--- config.mk ---
export PLATFORM = sky130hd
export DESIGN_NAME = sfx_frame_tx
export DESIGN_NICKNAME = d
export VERILOG_FILES = /design/src/rtl/sfx_pkg.sv /design/src/rtl/sfx_bitclk.sv /design/src/rtl/sfx_framer.sv /design/src/rtl/sfx_shifter.sv /design/src/rtl/sfx_frame_tx.sv
export SDC_FILE = /design/constraint.sdc
export NUM_CORES = 1
export LEC_CHECK = 0
export ABC_AREA = 1
export BUFFER_PORTS_ARGS = -buffer_cell sky130_fd_sc_hd__buf_2
export CAP_MARGIN = 15
export CORE_MARGIN = 3
export CORE_UTILIZATION = 50
export DETAILED_ROUTE_END_ITERATION = 8
export PLACE_DENSITY = 0.71
export SLEW_MARGIN = 20
export SYNTH_ARGS = -nofsm -noshare
export SYNTH_HDL_FRONTEND = slang
export SYNTH_SLANG_ARGS = --single-unit
--- constraint.sdc ---
create_clock -name clk -period 6.2 [get_ports clk]
set_input_delay 0 -clock clk [delete_from_list [all_inputs] [get_ports clk]]
set_output_delay 0 -clock clk [all_outputs]
set_load 0.01 [all_outputs]
--- src/rtl/sfx_pkg.sv ---
package sfx_pkg;

    // Number of whole bit periods between the enable snapshot and the frame end.
    localparam int COMMIT_LEAD = 4;

    // Shortest frame that leaves room for the snapshot after bit 0.
    localparam int MIN_FRAME = 8;

    typedef enum logic {
        LNK_OFF = 1'b0,
        LNK_RUN = 1'b1
    } link_state_e;

    typedef enum logic [1:0] {
        FR_NONE  = 2'd0,
        FR_DATA  = 2'd1,
        FR_BLANK = 2'd2
    } frame_kind_e;

    typedef struct packed {
        logic start;   // leave the stopped state
        logic load;    // a data frame begins, take a word
        logic halt;    // stop clocks at this boundary
    } frame_evt_t;

    // Bit index whose closing falling edge is the enable snapshot point.
    function automatic int commit_index(input int len);
        return len - COMMIT_LEAD - 1;
    endfunction

endpackage

--- src/rtl/sfx_bitclk.sv ---
module sfx_bitclk #(
    parameter int DIV_W = 8
) (
    input  logic             clk,
    input  logic             rst,
    input  logic             run,
    input  logic [DIV_W-1:0] half_div,
    output logic             sck,
    output logic             bit_fall
);

    logic [DIV_W-1:0] cnt_q;
    logic             sck_q;
    logic             wrap;

    assign wrap     = run && (cnt_q >= half_div);
    assign bit_fall = wrap && sck_q;
    assign sck      = sck_q;

    always_ff @(posedge clk) begin
        if (rst || !run) begin
            cnt_q <= '0;
            sck_q <= 1'b0;
        end else if (wrap) begin
            cnt_q <= '0;
            sck_q <= ~sck_q;
        end else begin
            cnt_q <= cnt_q + DIV_W'(1);
        end
    end

    // the level holds until the half period has elapsed
    a_r6_even_phase: assert property (@(posedge clk) disable iff (rst)
        (run && cnt_q < half_div) |=> (sck_q == $past(sck_q)));

endmodule

--- src/rtl/sfx_framer.sv ---
module sfx_framer
    import sfx_pkg::*;
#(
    parameter int LEN_W = 8
) (
    input  logic             clk,
    input  logic             rst,
    input  logic             tx_en,
    input  logic             stop_req,
    input  logic             done_clr,
    input  logic             bit_fall,
    input  logic             sck_in,
    input  logic [LEN_W-1:0] frame_len,
    output logic             running,
    output logic             fs,
    output logic             data_frame,
    output logic             load,
    output logic             done
);

    link_state_e      state_q;
    frame_kind_e      kind_q;
    logic [LEN_W-1:0] pos_q;
    logic             commit_q;
    logic             stop_cur_q;
    logic             stop_prev_q;
    logic             en_q;
    logic             done_q;

    logic             last_bit;
    logic             at_commit;
    logic             frame_end;
    logic             stop_any;
    logic             halt_w;
    frame_evt_t       evt;

    always_comb begin
        last_bit  = pos_q >= (frame_len - LEN_W'(1));
        at_commit = bit_fall && (pos_q == LEN_W'(commit_index(int'(frame_len))));
        frame_end = (state_q == LNK_RUN) && bit_fall && last_bit;
        stop_any  = stop_cur_q || stop_prev_q || stop_req;
        evt.start = (state_q == LNK_OFF) && tx_en;
        evt.load  = evt.start || (frame_end && commit_q && tx_en);
        evt.halt  = frame_end && !commit_q && stop_any;
        halt_w    = evt.halt;
    end

    always_ff @(posedge clk) begin
        if (rst) begin
            state_q     <= LNK_OFF;
            kind_q      <= FR_NONE;
            pos_q       <= '0;
            commit_q    <= 1'b0;
            stop_cur_q  <= 1'b0;
            stop_prev_q <= 1'b0;
            en_q        <= 1'b0;
            done_q      <= 1'b0;
        end else begin
            en_q <= tx_en;
            if (evt.start) begin
                state_q     <= LNK_RUN;
                kind_q      <= FR_DATA;
                pos_q       <= '0;
                commit_q    <= 1'b0;
                stop_cur_q  <= stop_req;
                stop_prev_q <= 1'b0;
            end else if (state_q == LNK_RUN && bit_fall) begin
                if (last_bit) begin
                    pos_q       <= '0;
                    commit_q    <= 1'b0;
                    stop_prev_q <= stop_cur_q;
                    stop_cur_q  <= stop_req;
                    if (evt.halt) begin
                        state_q <= LNK_OFF;
                        kind_q  <= FR_NONE;
                    end else begin
                        kind_q  <= evt.load ? FR_DATA : FR_BLANK;
                    end
                end else begin
                    pos_q      <= pos_q + LEN_W'(1);
                    stop_cur_q <= stop_cur_q || stop_req;
                    if (at_commit) begin
                        commit_q <= tx_en;
                    end
                end
            end else if (state_q == LNK_RUN) begin
                stop_cur_q <= stop_cur_q || stop_req;
            end

            if (evt.halt) begin
                done_q <= 1'b1;
            end else if (done_clr || (tx_en && !en_q) || evt.start) begin
                done_q <= 1'b0;
            end
        end
    end

    assign running    = (state_q == LNK_RUN);
    assign fs         = running && (pos_q == '0);
    assign data_frame = (kind_q == FR_DATA);
    assign load       = evt.load;
    assign done       = done_q;

    // the link only leaves the running state on a frame boundary
    a_r1_halt_at_boundary: assert property (@(posedge clk) disable iff (rst)
        (state_q == LNK_RUN && !frame_end) |=> (state_q == LNK_RUN));

    // a late enable clear yields one blank frame
    a_r2_extra_blank: assert property (@(posedge clk) disable iff (rst)
        (frame_end && commit_q && !tx_en) |=> (state_q == LNK_RUN && kind_q == FR_BLANK));

    // a stop seen in the previous frame is honoured
    a_r3_prev_frame_stop: assert property (@(posedge clk) disable iff (rst)
        (frame_end && !commit_q && stop_prev_q) |=> (state_q == LNK_OFF));

    // without a stop the clocks roll into a new frame
    a_r4_keep_rolling: assert property (@(posedge clk) disable iff (rst)
        (frame_end && !commit_q && !stop_any) |=> (state_q == LNK_RUN && fs));

    // stopping raises the done flag
    a_r5_done_after_halt: assert property (@(posedge clk) disable iff (rst)
        halt_w |=> done_q);

    // a parked link keeps the bit clock low
    a_r6_clock_parked: assert property (@(posedge clk) disable iff (rst)
        (state_q == LNK_OFF && $past(state_q) == LNK_OFF) |-> !sck_in);

endmodule

--- src/rtl/sfx_shifter.sv ---
module sfx_shifter #(
    parameter int DATA_W = 32
) (
    input  logic              clk,
    input  logic              rst,
    input  logic              load,
    input  logic              shift,
    input  logic [DATA_W-1:0] din,
    input  logic              din_valid,
    input  logic              data_frame,
    output logic              sd,
    output logic              underrun
);

    logic [DATA_W-1:0] sh_q;
    logic              under_q;

    always_ff @(posedge clk) begin
        if (rst) begin
            sh_q    <= '0;
            under_q <= 1'b0;
        end else begin
            under_q <= load && !din_valid;
            if (load) begin
                sh_q <= din_valid ? din : '0;
            end else if (shift) begin
                sh_q <= {sh_q[DATA_W-2:0], 1'b0};
            end
        end
    end

    assign sd       = data_frame && sh_q[DATA_W-1];
    assign underrun = under_q;

    // a missing word turns into an all-zero frame and a flag
    a_r9_zero_fill: assert property (@(posedge clk) disable iff (rst)
        (load && !din_valid) |=> (sh_q == '0 && under_q));

    // an offered word is captured whole at the frame start
    a_r8_word_capture: assert property (@(posedge clk) disable iff (rst)
        (load && din_valid) |=> (sh_q == $past(din)));

endmodule

--- src/rtl/sfx_frame_tx.sv ---
module sfx_frame_tx
    import sfx_pkg::*;
#(
    parameter int DATA_W = 32,
    parameter int LEN_W  = 8,
    parameter int DIV_W  = 8
) (
    input  logic              clk,
    input  logic              rst,
    input  logic              tx_en,
    input  logic              clk_stop_req,
    input  logic [LEN_W-1:0]  frame_len,
    input  logic [DIV_W-1:0]  half_div,
    input  logic [DATA_W-1:0] tx_data,
    input  logic              tx_valid,
    output logic              tx_ready,
    input  logic              done_clr,
    output logic              frame_done,
    output logic              underrun,
    output logic              ser_clk,
    output logic              ser_fs,
    output logic              ser_dat
);

    logic running;
    logic bit_fall;
    logic data_frame;
    logic load;

    sfx_bitclk #(.DIV_W(DIV_W)) u_bitclk (
        .clk      (clk),
        .rst      (rst),
        .run      (running),
        .half_div (half_div),
        .sck      (ser_clk),
        .bit_fall (bit_fall)
    );

    sfx_framer #(.LEN_W(LEN_W)) u_framer (
        .clk        (clk),
        .rst        (rst),
        .tx_en      (tx_en),
        .stop_req   (clk_stop_req),
        .done_clr   (done_clr),
        .bit_fall   (bit_fall),
        .sck_in     (ser_clk),
        .frame_len  (frame_len),
        .running    (running),
        .fs         (ser_fs),
        .data_frame (data_frame),
        .load       (load),
        .done       (frame_done)
    );

    sfx_shifter #(.DATA_W(DATA_W)) u_shifter (
        .clk        (clk),
        .rst        (rst),
        .load       (load),
        .shift      (bit_fall),
        .din        (tx_data),
        .din_valid  (tx_valid),
        .data_frame (data_frame),
        .sd         (ser_dat),
        .underrun   (underrun)
    );

    assign tx_ready = load;

    // frame sync never shows while the link is parked
    a_r7_fs_only_running: assert property (@(posedge clk) disable iff (rst)
        ser_fs |-> ser_clk || !$past(ser_fs) || running);

endmodule

Word level (Yosys, flattened, before mapping)
Index checks and enable logic that the tools add are counted.
{"block": "totals", "ramBits": 0, "ff_bits": 58, "romBits": 0, "in_bits": 54, "n_memories": 0, "word_cells": 84, "output_inout_bits": 6, "latch_bits": 0}
{"block": "op_classes", "n_mux": 21, "multipliers": 0, "n_shift": 0, "bitwise_logic": 2, "n_eq_ne": 2, "n_lt_le_gt_ge": 2, "reduce_logical": 39, "add_sub_neg": 5, "div": 0}
{"cell": "$mux 32", "n": 3}
{"cell": "$add 8x1->8 const B", "n": 2}
{"cell": "$ge 8x8->1", "n": 2}
{"cell": "$mux 1", "n": 15}
{"cell": "$logic_and 1x1->1", "n": 14}
{"cell": "$reduce_bool 2->1", "n": 6}
{"cell": "$eq 8x8->1", "n": 1}
{"cell": "$logic_not 8->1", "n": 1}
{"cell": "$mux 8", "n": 1}
{"cell": "$sub 8x1->8 const B", "n": 1}
{"cell": "$sub 8x2->8 const B", "n": 1}
{"cell": "$sub 8x3->8 const B", "n": 1}
{"cell": "$logic_or 1x1->1", "n": 7}
{"cell": "$reduce_and 2->1", "n": 3}
{"cell": "$logic_not 1->1", "n": 4}
{"cell": "$mux 2", "n": 2}
{"cell": "$reduce_or 2->1", "n": 2}
{"cell": "$reduce_and 3->1", "n": 1}
{"cell": "$reduce_bool 3->1", "n": 1}
{"cell": "$eq 2x1->1 const B", "n": 1}
{"cell": "$not 1->1", "n": 2}

Logic depth before layout (Yosys ltp)
{"block": "depth", "word_depth": 13, "mapped_depth": 18}

Hierarchy
From an unflattened synthesis, not the netlist that was laid out.
{"block": "unflattened", "hier_cells": 622, "area_unflattened_um2": 3714.8}
{"mod": "sfx_shifter", "seq_area_each_um2": 660.6, "area_each_um2": 1830.5, "cells_each": 339, "n_inst": 1}
{"mod": "sfx_framer", "seq_area_each_um2": 320.3, "area_each_um2": 1293.7, "cells_each": 206, "n_inst": 1}
{"mod": "sfx_bitclk", "seq_area_each_um2": 180.2, "area_each_um2": 590.6, "cells_each": 77, "n_inst": 1}

Worst setup path before layout
No wires, ideal clock.
{"block": "synth_timing", "kind": "input to register", "startpoint": "input frame_len[0]", "endpoint": "register u_shifter.sh_q[10]", "t_arrival_ns": 1.879, "stages": 17, "path_slack_ns": 4.211, "t_required_ns": 6.090, "path_cell_list": "inv_1 ha_1 nand2_1 nor2_1 xor2_1 inv_1 ha_1 nand2_1 nor2_1 nand3_1 nand3_2 nand4_4 buf_2 nand3_1 nand3_1 nand2_1 inv_1"}
{"block": "synth_between", "elab_chain_cells": 7, "word_cells_on_any_way": 8, "cone_classes": "1 x add/sub; 1 x order compare; 1 x mux; 5 x reduce/logical"}
{"item": "from (decl)", "line_no": "sfx_frame_tx.sv:12", "rtl": "input logic [LEN_W-1:0] frame_len,"}
{"item": "$sub 8x1->8 *", "line_no": "sfx_framer.sv:38", "rtl": "last_bit = pos_q >= (frame_len - LEN_W'(1));"}
{"item": "$ge 8x8->1 *", "line_no": "sfx_framer.sv:38"}
{"item": "$logic_and 1x1->1 *", "line_no": "sfx_framer.sv:40", "rtl": "frame_end = (state_q == LNK_RUN) && bit_fall && last_bit;"}
{"item": "$logic_and 1x1->1 * (2 in series)", "line_no": "sfx_framer.sv:43", "rtl": "evt.load = evt.start || (frame_end && commit_q && tx_en);"}
{"item": "$logic_or 1x1->1 *", "line_no": "sfx_framer.sv:43"}
{"item": "$mux 32 / $reduce_bool 2->1 (equally long branches)"}
{"item": "to (signal assigned)", "line_no": "sfx_shifter.sv:25", "rtl": "sh_q <= din_valid ? din : '0;"}
{"item": "to (signal assigned)", "line_no": "sfx_shifter.sv:27", "rtl": "sh_q <= {sh_q[DATA_W-2:0], 1'b0};"}
{"item": "to (decl)", "line_no": "sfx_shifter.sv:15", "rtl": "logic [DATA_W-1:0] sh_q;"}
Mark *: on every way between the ends. The rest lies on a longest branch, timed or not.
A chain may end at the register's enable or synchronous reset.

Worst setup path in the final report
{"block": "layout_timing", "startpoint": "input frame_len[0]", "endpoint": "register u_shifter.sh_q[0]"}
The elaborated chain is that of the path after synthesis.

==> results.py <==
metrics = {
    "run_status": {
        "outcome": "finished, final reports clean",
    },
    "setup_path": {
        "cp_slowest_stage_delay_ns": 0.56,
        "critPathArrivalTime_ns": 3.38,
        "criticalPathCategory": "in2reg",
        "critPathLaunch": "frame_len[0]",
        "path_max_fanout": 34,
        "critPathLaunchType": "input port",
        "path_cells": "buf_2 > inv_1 > ha_1 > nand2_1 > nor2_1 > xor2_1 > inv_1 > ha_1 > nand2_1 > nor2_1 > nand3_1 > nand3_2 > nand4_4 > nand2_4 > nand3_1 > a21oi_1 > dlygate4sd3_1",
        "rr_startpoint": "u_bitclk.cnt_q[0]$_SDFF_PP0_",
        "worstSetupEndpointType": "flop",
        "cpMaxStageDelayCell": "dlygate4sd3_1",
        "critical_path_required_ns": 6.48,
    },
    "layout": {
        "mostFrequentLayoutCell": "nand2_1",
        "register_area_mm2": 0.00116,
        "finalNetCount": 765,
        "final_cell_mix": "nand2_1, inv_1, nand3_1, nor2_1, buf_2",
        "multi_input_area_mm2": 0.00210,
        "syn_to_final_growth_pct": 13.2,
        "fin_area_mm2": 0.00448,
        "antennaDiodeCount": 0,
        "fillers": 746,
        "utilization_pct": 59.9,
        "layout-drive-gt1-share_pct": 12.4,
    },
    "logic_synthesis": {
        "synth.area.top_cells": "dfxtp_1, nand2_1, nand3_1",
        "synth_cells": 643,
        "synth_edf_count": 0,
        "async_flop_share_pct": 0,
        "yosysSeqAreaShare_pct": 29.3,
        "synth-seq-cells": 58,
        "syn-cell-area_mm2": 0.00396,
        "ys.flop_type": "dfxtp_1",
        "synth_top_area_cell": "dfxtp_1",
        "synth_nets": 717,
        "synth_cell_types": 37,
        "synth_top_area_share_pct": 29.3,
        "avgSynthCellArea_um2": 6.16,
        "yosysWarnings": 0,
    },
    "detailed_routing": {
        "drt_wl_total_mm": 8.59,
        "dr.max_layer_used": "met4",
        "vias": 3826,
        "drc": 0,
        "wl_met1_mm": 3.97,
        "met3_length_um": 348,
        "antenna_left": 0,
        "detail_route.wl_per_cell_um": 10.8,
        "drt_iter0_drc": 194,
        "vias_per_cell": 4.81,
        "route.met2.wl_mm": 4.21,
        "firstDrtPassIters": 5,
    },
    "placed_design": {
        "gp_congestion": 0.785,
        "io_buffers": 59,
        "hpwl_mm": 5.91,
        "place_area_mm2": 0.00422,
    },
    "clock_network": {
        "h-tree-depth": 3,
        "cts_setup_buffers": 0,
        "cts_sinks": 58,
        "clk_pin_slew_ns": 0.07,
        "clock_latency_ns": 0.34,
        "cts_tree": "built",
        "root_buffer": "clkbuf_8",
        "numCtsBuffers": 9,
        "post_cts_resize_count": 0,
        "clk_path_buf_depth": 2,
    },
    "global_route": {
        "track_usage_pct": 19.8,
        "antenna_found_initial": 0,
        "grt.overflow.total": 0,
        "grt_pass1_wl_mm": 14.6,
        "grt_pass1_vias": 3510,
        "grt_max_degree": 70,
    },
    "timing": {
        "skew_ns": 0.00919,
        "min_period_ns": 3.10,
        "hold_violations": 0,
        "maxSlewHeadroom_pct": 29.3,
        "setup_viol": 0,
        "fin_setup_tns_ns": 0,
        "hold_slack_ns": 0.0190,
        "rsz0062_at_grt": "no",
        "fmax_mhz": 323,
        "worstMarginPinSlew_ns": 1.06,
        "timing.final.crit_share_pct": 50.0,
        "report.final.slew_viol_count": 0,
    },
    "power": {
        "power_switching_uw": 237,
        "powerDensity_mw_per_mm2": 192,
        "p_leak_uw": 0.00253,
        "p_clk_share_pct": 41.7,
        "intPower_uw": 624,
        "pwr-share-seq_pct": 45.1,
        "p_comb_share_pct": 13.2,
        "vdd_drop_max_uv": 107,
        "power_uw": 861,
        "sw_frac_of_total_pct": 27.5,
    },
    "floorplan": {
        "die_area_mm2": 0.00903,
        "io-pin-count": 60,
        "die_y_um": 95.0,
        "core.rowCount": 31,
        "core_mm2": 0.00749,
        "start_util_pct": 52.9,
        "die_x_um": 95.0,
    },
    "hold_path": {
        "min-delay-start": "tx_data[19]",
        "hold_path_class": "in2reg",
    },
    "job": {
        "max_cap_violations": 0,
    },
}
[logic make-up (layout without fill, tap and decap cells)]
| group | after synthesis | in the layout | synth area share, % |
|---|---|---|---|
| buffers and inverters | 171 | 224 | 17.6 |
| adder cells (fa/ha/maj) | 20 | 20 | 6.32 |
| XOR/XNOR | 20 | 20 | 4.42 |
| flip-flops | 58 | 58 | 29.3 |
| AND/OR/NAND/NOR | 345 | 345 | 38.1 |
| AO/OA/AOI/OAI | 29 | 29 | 4.23 |
[synth_stat cells (2+ instances only)]
master and count:
nand2_1 143, inv_1 142, buf_1 4, buf_4 2, nor3_1 5, xor2_1 10
buf_6 5, clkbuf_1 9, nand4_1 3, ha_1 20, dfxtp_1 58, nor2_1 75
nand2_4 2, a21oi_1 13, o21ai_1 3, nand3_1 107, o21ai_0 5, nand3_2 2
xnor2_1 10, buf_2 8
[routing by layer]
| metal | up-vias | GRT usage [%] |
|---|---|---|
| met3 | 6 | 2.92 |
| met2 | 69 | 34.9 |
| met5 | - | 0 |
| met1 | 1696 | 25.0 |
| met4 | 0 | 6.13 |
| li1 | 2055 | - |
[timing repair]
action                                  in CTS  in global routing
endpoints found under the setup margin       0                  0
hold buffers                                 6                  0
endpoints found under the hold margin        6                  0
[state kept, by name (all words and copies together) (netlist names)]
| register | flops |
|---|---|
| u_framer.kind_q | 2 |
| u_bitclk.cnt_q | 8 |
| u_framer.running | 1 |
| u_framer.stop_cur_q | 1 |
| u_shifter.underrun | 1 |
| u_bitclk.sck | 1 |
| u_framer.en_q | 1 |
| u_framer.done | 1 |
| u_shifter.sh_q | 32 |
| u_framer.pos_q | 8 |
| u_framer.commit_q | 1 |
| u_framer.stop_prev_q | 1 |
[through the flow]
stage               std cells  setup WS (ns)
global placement          773           3.33
global route              795           2.73
CTS                       795           3.07
floorplan                 643           4.21
finish                    795           3.10
detailed placement        773           3.23
[cell type report]
class | instances | share of cell area [%]
inverter | 143 | 12.0
clock buffer | 10 | 3.07
clock inverter | 6 | 1.45
timing repair buffer | 65 | 7.92
multi-input combinational | 414 | 46.9
tap | 99 | 2.76
sequential | 58 | 25.9
[power by group through the flow]
stage,logic [uW],clock network [uW],registers (uW)
after CTS,114,368,389
after detailed placement,111,0,397
after global placement,108,0,397
final,113,359,389
after global routing,131,382,390
after floorplan,79.5,0,396
[critical path, delay by kind of cell]
family | cells | cell delay [ns]
buffers and inverters | 4 | 0.83
adder cells (fa/ha/maj) | 2 | 0.48
AO/OA/AOI/OAI | 1 | 0.13
AND/OR/NAND/NOR | 9 | 1.79
XOR/XNOR | 1 | 0.15
[path summary, 6_finish.rpt]
path	to	slack, ns	cells after the start
setup / recovery	u_shifter.sh_q[0]$_SDFFE_PP0P_	3.10	17
hold / removal	u_shifter.sh_q[19]$_SDFFE_PP0P_	0.02	7
setup reg to reg	u_shifter.sh_q[0]$_SDFFE_PP0P_	3.14	13
hold reg to reg	u_framer.kind_q[1]$_SDFFE_PP0N_	0.47	2
Note: power is estimated with default switching activity, not from simulation.
